===== config.mk =====
export PLATFORM = sky130hd
export DESIGN_NAME = pc_stack_unit
export DESIGN_NICKNAME = d
export VERILOG_FILES = /design/src/rtl/pc_stack_pkg.sv /design/src/rtl/page_sel_reg.sv /design/src/rtl/ret_stack.sv /design/src/rtl/pc_next_sel.sv /design/src/rtl/pc_stack_unit.sv
export SDC_FILE = /design/constraint.sdc
export NUM_CORES = 1
export LEC_CHECK = 0
export BUFFER_PORTS_ARGS = -buffer_cell sky130_fd_sc_hd__buf_2
export CAP_MARGIN = 0
export CORE_MARGIN = 2
export CORE_UTILIZATION = 50
export DETAILED_ROUTE_END_ITERATION = 6
export GPL_TIMING_DRIVEN = 0
export HOLD_SLACK_MARGIN = 0.1
export PLACE_DENSITY_LB_ADDON = 0.1
export SKIP_LAST_GASP = 1
export SYNTH_ARGS = -nofsm -noshare
export SYNTH_HDL_FRONTEND = slang
export SYNTH_SLANG_ARGS = --single-unit

===== constraint.sdc =====
create_clock -name clk_i -period 5.3 [get_ports clk_i]
set_clock_uncertainty 0.15 [all_clocks]
set_input_delay 0.265 -clock clk_i [delete_from_list [all_inputs] [get_ports clk_i]]
set_output_delay 0.265 -clock clk_i [all_outputs]
set_load 0.1 [all_outputs]

===== src/rtl/pc_stack_pkg.sv =====
package pc_stack_pkg;
  localparam int unsigned PC_W_DEF  = 12;
  localparam int unsigned LOW_W_DEF = 10;
  localparam int unsigned DEPTH_DEF = 8;
  localparam int unsigned RST_VEC_DEF = 0;
  localparam int unsigned IRQ_VEC_DEF = 8;

  typedef enum logic [2:0] {
    NX_HOLD, NX_RST, NX_IRQ, NX_RET, NX_CALL, NX_JMP, NX_INC
  } nx_sel_e;
endpackage


===== src/rtl/page_sel_reg.sv =====
module page_sel_reg #(
  parameter int unsigned PAGE_W = 2
) (
  input  logic              clk_i,
  input  logic              rst_ni,
  input  logic              wr_i,
  input  logic [PAGE_W-1:0] d_i,
  output logic [PAGE_W-1:0] q_o
);
  always_ff @(posedge clk_i or negedge rst_ni) begin
    if (!rst_ni)   q_o <= '0;
    else if (wr_i) q_o <= d_i;
  end
endmodule


===== src/rtl/ret_stack.sv =====
module ret_stack #(
  parameter int unsigned W     = 12,
  parameter int unsigned DEPTH = 8   // power of two: pointer wraps naturally
) (
  input  logic         clk_i,
  input  logic         rst_ni,
  input  logic         clr_i,
  input  logic         push_i,
  input  logic         pop_i,
  input  logic [W-1:0] data_i,
  output logic [W-1:0] top_o
);
  localparam int unsigned PW = $clog2(DEPTH);

  logic [W-1:0]  mem_q [DEPTH];
  logic [PW-1:0] sp_q;
  logic [PW-1:0] rd_idx;

  assign rd_idx = sp_q - PW'(1);
  assign top_o  = mem_q[rd_idx];

  always_ff @(posedge clk_i or negedge rst_ni) begin
    if (!rst_ni)      sp_q <= '0;
    else if (clr_i)   sp_q <= '0;
    else if (push_i)  sp_q <= sp_q + PW'(1);
    else if (pop_i)   sp_q <= rd_idx;
  end

  for (genvar g = 0; g < DEPTH; g++) begin : g_slot
    always_ff @(posedge clk_i or negedge rst_ni) begin
      if (!rst_ni)
        mem_q[g] <= '0;
      else if (push_i && !clr_i && sp_q == PW'(g))
        mem_q[g] <= data_i;
    end
  end

  AST_PUSH_EXCL: assert property (@(posedge clk_i) disable iff (!rst_ni)
    !(push_i && pop_i));
  AST_PUSH_STEP: assert property (@(posedge clk_i) disable iff (!rst_ni)
    push_i && !clr_i |=> sp_q == $past(sp_q) + PW'(1));
  AST_POP_STEP: assert property (@(posedge clk_i) disable iff (!rst_ni)
    pop_i && !clr_i |=> sp_q == $past(sp_q) - PW'(1));
  AST_CLR_PTR: assert property (@(posedge clk_i) disable iff (!rst_ni)
    clr_i |=> sp_q == '0);
endmodule


===== src/rtl/pc_next_sel.sv =====
module pc_next_sel
  import pc_stack_pkg::*;
#(
  parameter int unsigned PC_W    = PC_W_DEF,
  parameter int unsigned LOW_W   = LOW_W_DEF,
  parameter int unsigned RST_VEC = RST_VEC_DEF,
  parameter int unsigned IRQ_VEC = IRQ_VEC_DEF
) (
  input  logic                  adv_i,
  input  logic                  restart_i,
  input  logic                  irq_i,
  input  logic                  ret_i,
  input  logic                  call_i,
  input  logic                  jmp_i,
  input  logic [LOW_W-1:0]      target_i,
  input  logic [PC_W-LOW_W-1:0] page_i,
  input  logic [PC_W-1:0]       pc_i,
  input  logic [PC_W-1:0]       top_i,
  output logic [PC_W-1:0]       pc_d_o,
  output logic                  push_o,
  output logic                  pop_o,
  output logic                  clr_o,
  output logic [PC_W-1:0]       push_data_o
);
  nx_sel_e sel;
  logic [PC_W-1:0] pc_inc;

  assign pc_inc      = pc_i + PC_W'(1);
  assign push_data_o = pc_inc;

  always_comb begin
    if (restart_i)       sel = NX_RST;
    else if (!adv_i)     sel = NX_HOLD;
    else if (irq_i)      sel = NX_IRQ;
    else if (ret_i)      sel = NX_RET;
    else if (call_i)     sel = NX_CALL;
    else if (jmp_i)      sel = NX_JMP;
    else                 sel = NX_INC;
  end

  always_comb begin
    push_o = 1'b0;
    pop_o  = 1'b0;
    clr_o  = 1'b0;
    unique case (sel)
      NX_RST:  begin pc_d_o = PC_W'(RST_VEC); clr_o = 1'b1; end
      NX_IRQ:  begin pc_d_o = PC_W'(IRQ_VEC); push_o = 1'b1; end
      NX_RET:  begin pc_d_o = top_i; pop_o = 1'b1; end
      NX_CALL: begin pc_d_o = {page_i, target_i}; push_o = 1'b1; end
      NX_JMP:  pc_d_o = {page_i, target_i};
      NX_INC:  pc_d_o = pc_inc;
      default: pc_d_o = pc_i;
    endcase
  end
endmodule


===== src/rtl/pc_stack_unit.sv =====
module pc_stack_unit
  import pc_stack_pkg::*;
#(
  parameter int unsigned PC_W    = PC_W_DEF,
  parameter int unsigned LOW_W   = LOW_W_DEF,
  parameter int unsigned DEPTH   = DEPTH_DEF,
  parameter int unsigned RST_VEC = RST_VEC_DEF,
  parameter int unsigned IRQ_VEC = IRQ_VEC_DEF
) (
  input  logic                  clk_i,
  input  logic                  rst_ni,
  input  logic                  adv_i,
  input  logic                  restart_i,
  input  logic                  irq_i,
  input  logic                  ret_i,
  input  logic                  call_i,
  input  logic                  jmp_i,
  input  logic [LOW_W-1:0]      target_i,
  input  logic                  page_wr_i,
  input  logic [PC_W-LOW_W-1:0] page_i,
  output logic [PC_W-1:0]       pc_o
);
  localparam int unsigned PAGE_W = PC_W - LOW_W;

  logic [PAGE_W-1:0] page_q;
  logic [PC_W-1:0]   pc_q, pc_d, top, push_data;
  logic              push, pop, clr;

  page_sel_reg #(.PAGE_W(PAGE_W)) i_page (
    .clk_i(clk_i), .rst_ni(rst_ni), .wr_i(page_wr_i), .d_i(page_i), .q_o(page_q)
  );

  pc_next_sel #(
    .PC_W(PC_W), .LOW_W(LOW_W), .RST_VEC(RST_VEC), .IRQ_VEC(IRQ_VEC)
  ) i_sel (
    .adv_i(adv_i), .restart_i(restart_i), .irq_i(irq_i), .ret_i(ret_i),
    .call_i(call_i), .jmp_i(jmp_i), .target_i(target_i), .page_i(page_q),
    .pc_i(pc_q), .top_i(top), .pc_d_o(pc_d), .push_o(push), .pop_o(pop),
    .clr_o(clr), .push_data_o(push_data)
  );

  ret_stack #(.W(PC_W), .DEPTH(DEPTH)) i_stack (
    .clk_i(clk_i), .rst_ni(rst_ni), .clr_i(clr), .push_i(push), .pop_i(pop),
    .data_i(push_data), .top_o(top)
  );

  always_ff @(posedge clk_i or negedge rst_ni) begin
    if (!rst_ni) pc_q <= PC_W'(RST_VEC);
    else         pc_q <= pc_d;
  end

  assign pc_o = pc_q;

  AST_RESTART_VEC: assert property (@(posedge clk_i) disable iff (!rst_ni)
    restart_i |=> pc_o == PC_W'(RST_VEC));
  AST_INC_STEP: assert property (@(posedge clk_i) disable iff (!rst_ni)
    adv_i && !restart_i && !irq_i && !ret_i && !call_i && !jmp_i
    |=> pc_o == $past(pc_o) + PC_W'(1));
  AST_HOLD_IDLE: assert property (@(posedge clk_i) disable iff (!rst_ni)
    !adv_i && !restart_i |=> $stable(pc_o));
  AST_JMP_PAGE: assert property (@(posedge clk_i) disable iff (!rst_ni)
    adv_i && jmp_i && !restart_i && !irq_i && !ret_i && !call_i
    |=> pc_o == {$past(page_q), $past(target_i)});
  AST_IRQ_VEC: assert property (@(posedge clk_i) disable iff (!rst_ni)
    adv_i && irq_i && !restart_i |=> pc_o == PC_W'(IRQ_VEC));
  AST_ONE_ACTION: assert property (@(posedge clk_i) disable iff (!rst_ni)
    $countones({push, pop, clr}) <= 1);
endmodule


* Word-level counts from Yosys, hierarchy flattened
Cells that the tools add are included.
** Cells by class
- Eq/ne operators :: 13
- Order comparisons :: 1
- Reduce and logical (&&, ||, !) cells :: 15
- Bitwise operators :: 1
- Muxes and demuxes :: 16
- Add/subtract/negate cells :: 3
** Operator list (count)
- $pmux W12 S5 :: 1
- $bmux W12 S3 :: 1
- $mux W12 :: 2
- $mux W3 :: 8
- $eq A3 B3 Y1 const B :: 7
- $add A12 B1 Y12 const B :: 1
- $eq A3 B2 Y1 const B :: 4
- $logic_and A1 B1 Y1 :: 9
- $eq A3 B1 Y1 const B :: 2
- $reduce_bool A5 Y1 :: 1
- $ge A4 B4 Y1 const B :: 1
- $not A3 Y4 :: 1
- $reduce_or A2 Y1 :: 2
- $add A3 B1 Y3 const B :: 1
- $logic_not A3 Y1 :: 1
- $mux W1 :: 3
- $reduce_bool A3 Y1 :: 1
- $sub A3 B1 Y3 const B :: 1
- $mux W2 :: 1
- $logic_not A1 Y1 :: 1
** Storage, ports and cells
- Word-level logic and storage cells :: 60
- Input bits :: 21
- Register bits after elaboration :: 113
- Output and inout port bits :: 12

* Longest topological paths before layout
- Depth in word-level cells :: 11
- Mapped depth :: 10
- Gate-level depth less buffers :: 7

* By module
From an unflattened synthesis, not the netlist that was laid out.
** Second synthesis, totals
- Cells, all modules :: 477
- Area total of the unflattened synthesis :: 5881.9 sq um
** Modules (own cells, without submodules)
- ret_stack :: cells an instance 361, area an instance 4883.4 sq um, instances 1
- pc_next_sel :: cells an instance 100, area an instance 625.6 sq um, instances 1
- pc_stack_unit :: cells an instance 12, area an instance 300.3 sq um, instances 1
- page_sel_reg :: cells an instance 4, area an instance 72.6 sq um, instances 1

* Worst setup path after synthesis
OpenSTA, ideal clock, no wires.
- Kind :: register to register
- Start point :: register pc_q[1], in the netlist pc_o[1]
- End point :: register pc_q[10], in the netlist pc_o[10]
- Path slack :: 2660 ps
- Arrival :: 2344 ps
- Cell stages (with the launch flop) :: 7
- Path buffers :: 0
- Clock period less this slack :: 2640 ps
- Required time :: 5005 ps
- Cell sequence :: dfrtp_1 -> ha_1 -> and4_1 -> nand2_1 -> or2_1 -> xor2_1 -> o211ai_1
** On the way
- Word-level cells in the longest chain between the ends :: 2
** Ends and longest elaborated chain
- start, declared :: RTL line pc_stack_unit.sv:26 : logic [PC_W-1:0] pc_q, pc_d, top, push_data;
- start signal, assigned :: RTL line pc_stack_unit.sv:48 : if (!rst_ni) pc_q <= PC_W'(RST_VEC);
- start signal, assigned :: RTL line pc_stack_unit.sv:49 : else pc_q <= pc_d;
- $add A12 B1 Y12 :: RTL line pc_next_sel.sv:28 : assign pc_inc = pc_i + PC_W'(1);
- $pmux W12 S5 :: RTL line pc_next_sel.sv:45 : unique case (sel)
No other way between the ends.
A chain may end at the register's enable or synchronous reset.

* Worst setup path after layout
- Start point :: register i_stack.sp_q[0]
- End point :: register pc_q[3], in the netlist pc_o[3]
** On the way
- Word-level cells in the longest chain between the ends :: 6
** Ends and longest elaborated chain
- start, declared :: RTL line ret_stack.sv:16 : logic [PW-1:0] sp_q;
- start signal, assigned :: RTL line ret_stack.sv:25 : else if (push_i) sp_q <= sp_q + PW'(1);
- start signal, assigned :: RTL line ret_stack.sv:26 : else if (pop_i) sp_q <= rd_idx;
- $sub A3 B1 Y3 :: RTL line ret_stack.sv:19 : assign rd_idx = sp_q - PW'(1);
- $not A3 Y4 (implied by the code) :: RTL line ret_stack.sv:20 : assign top_o = mem_q[rd_idx];
- $bmux W12 S3 :: RTL line ret_stack.sv:20
- $mux W12 (implied by the code) (2 in series) :: RTL line ret_stack.sv:20
- $pmux W12 S5 :: RTL line pc_next_sel.sv:45
No other way between the ends. The select of a mux whose other input is x is not followed.

==> impl_metrics.toml <==
[outcome]
outcome = "finished with violations"
violations = "design-rule violations"

[clocking]
cts_tree = "done"
clock-sinks = 113
clockBufferDepth = 2
root_buffer = "clkbuf_8"
post_cts_resize_count = 0
clk_pin_slew_worst_paths_ps = 60
clock_latency_ps = 520
numCtsBuffers = 17
htreeDepth = 4

[route]
routedWlPerCell_um = 21.5
drcViolationCount = 1
drt-total-wl_mm = 15.3
vias = 4170
vias_per_cell = 5.84
drtAntennaViolNets = 0
dr.pass1.iters = 7
drt_iter0_markers = 398

[place]
pre_cts_slack_ps = 2110
place.gp.congestion = 0.873
port_buffers = 31
hpwl_mm = 9.89

[sta]
worstMarginPinSlew_ps = 891
rsz0062_at_grt = "no"
hold_viol = 0
fin_tns_setup_ps = 0
relSlewSlack_pct = 40.4
max_freq_mhz = 293
setup_viol = 0
fin_crit_sh_pct = 64.3
fin_crit_ps = 3410
setup_ws_ps = 1890
drv_slew = 0

[pwr]
clkPwrFrac_pct = 50.7
p_int_uw = 1820
seq_power_share_pct = 39.1
switching_share_pct = 24.1
p_per_area_nw_per_um2 = 371
total_leakage_power_uw = 0.00281
p_sw_uw = 578
combPwrFrac_pct = 10.2
ir_drop_mv = 0.222

[global_route]
grt_use_total_pct = 29.4
grt_pass1_vias = 4345
grt_antenna_before_repair = 0
overflow = 0
grt_pass1_wl_mm = 24.4
grt_start_max_net_pins = 69

[critical_path]
critPathKind = "reg -> reg"
critical_path_cell_count = 10
worst-path-max-fanout = 10
critPathCaptureType = "flop"
r2r_cells = 10
r2r-start = "i_stack.sp_q[0]"
cp-startpoint = "i_stack.sp_q[0]"
required_ps = 5550
path_buf_inv = 4
cp-start-kind = "flop"
r2r_setup_slack_ps = 1890
reg2reg_to = "pc_o[3]"
cpLargestDelayFamily = "buffers and inverters"
arrival_ps = 3660
cp_slowest_cell = "xnor2_1"
path_cells = "buf_6, buf_2, inv_1, ha_1, xnor2_1, nor2_1, a22o_1, a21oi_1, o21ai_0, dlygate4sd3_1"
worst_path_largest_cell_delay_ps = 640

[die]
start_util_pct = 51.5
dieHeight_um = 107
dieArea_um2 = 11500
die_w_um = 107
io_pins = 33
core_area_um2 = 10300
num_rows = 37

[run]
max_cap_violations = 0

[cells_and_area]
drive_gt1_share_pct = 21.1
layout_common_cells = "nand2_1, dfrtp_1, o21ai_1, buf_2, o21ai_0"
nNetsFinal = 595
n_antenna_cell = 0
area_growth_pct = 21.6

[logic_synthesis]
ys_seq_elements = 113
syn-cell-area_um2 = 5310
synthCells = 498
yosysWarnings = 0
syn_avg_cell_area_um2 = 10.7
async_flop_share_pct = 100
synthDistinctLibCells = 47
syn_nets = 527
seq_area_frac_synth_pct = 53.2
synth-edff-count = 0
synthFlopType = "dfrtp_1"

[hold_path]
hp-class = "in -> async"
-- kinds of logic (layout without fill, tap and decap cells) --
logic type | Yosys count | after routing | synth area share (%)
flops | 113 | 113 | 53.2
buf+inv | 38 | 118 | 3.70
simple gates | 166 | 166 | 13.9
xor+xnor | 13 | 13 | 2.43
mux | 34 | 34 | 11.5
compound gates | 126 | 126 | 13.4
fa+ha+maj | 8 | 8 | 1.88
-- per-stage QoR --
step	std cells	instance area, um^2	util [%]	power, uW	hold slack [ps]
floorplan	498	5310	-	1100	-181
global placement	665	5640	54.6	1170	308
detailed placement	666	5670	54.9	1180	167
CTS	714	6460	62.6	2400	129
global route	714	6460	62.6	2470	175
finish	714	6460	62.6	2390	141
-- final cells by class --
class	instances	area, um^2
Clock buffer	20	435
Multi-Input combinational cell	347	2290
Timing Repair Buffer	49	355
Inverter	5	18.8
Tap cell	136	170
Fill cell	845	3860
Clock inverter	11	186
Sequential cell	113	2830
Buffer	33	178
-- synth_stat cells, types with 3 or more instances --
cell      instances  share of area (%)
xnor2_1           5               0.82
ha_1              8                1.9
xor2_1            6               0.99
buf_2            19                1.8
nor3_1            3               0.28
clkbuf_1          9               0.64
nor2_1           15                1.1
nand3_2           5               0.94
buf_6             4               0.85
o21ai_1          52                4.9
nor2b_1           3               0.35
mux4_2           21                8.9
a21oi_1           6               0.57
dfrtp_1         113                 53
a22oi_1           3               0.42
inv_1             5               0.35
nand4_1           4               0.47
o221ai_1          3               0.49
nand2_1         113                8.0
nand2b_1          4               0.47
o21ai_0          46                4.3
a221oi_1          4               0.66
nand3_1           9               0.85
mux2_2            4               0.85
mux2i_1           7                1.3
-- routing by layer --
layer / vias up / routed length [um] / part of all wire [%] / track usage (%)
met3: 22 / 1050 / 6.9 / 7.66
met2: 145 / 7410 / 48 / 47.5
met5: - / 0 / 0 / 0
met1: 2095 / 6490 / 42 / 38.7
li1: 1908 / - / - / -
met4: 0 / 389 / 2.5 / 10.0
-- flip-flops by register name (all words and copies together), names as in the netlist --
register / flops
i_page.q_o: 2
pc_o: 12
i_stack.mem_q: 96
i_stack.sp_q: 3
-- power groups by stage --
stage                     Sequential (uW)  Combinational, uW  Clock (uW)
after floorplan                       963                135           0
after CTS                             935                246        1220
after global placement                948                227           0
after detailed placement              950                234           0
final                                 936                245        1210
after global routing                  941                269        1260
-- how the worst max path moves through the flow --
stage / to
after floorplan: pc_o[10]
after global placement: pc_o[6]
after detailed placement: pc_o[6]
after CTS: pc_o[3]
after global routing: pc_o[3]
final: pc_o[3]
-- worst register-to-register path: stages (launching register included) --
cell and delay, ps:
dfrtp_1 390, buf_6 190, buf_2 290, inv_1 200, ha_1 300, xnor2_1 640, nor2_1 170, a22o_1 230
a21oi_1 100, o21ai_0 80, dlygate4sd3_1 560
-- timing repair --
action,in CTS,in global routing
hold buffers,17,0
setup endpoints to repair,0,0
buffers inserted,0,0
hold endpoints to repair,60,0
(Power assumes the default switching activity.)
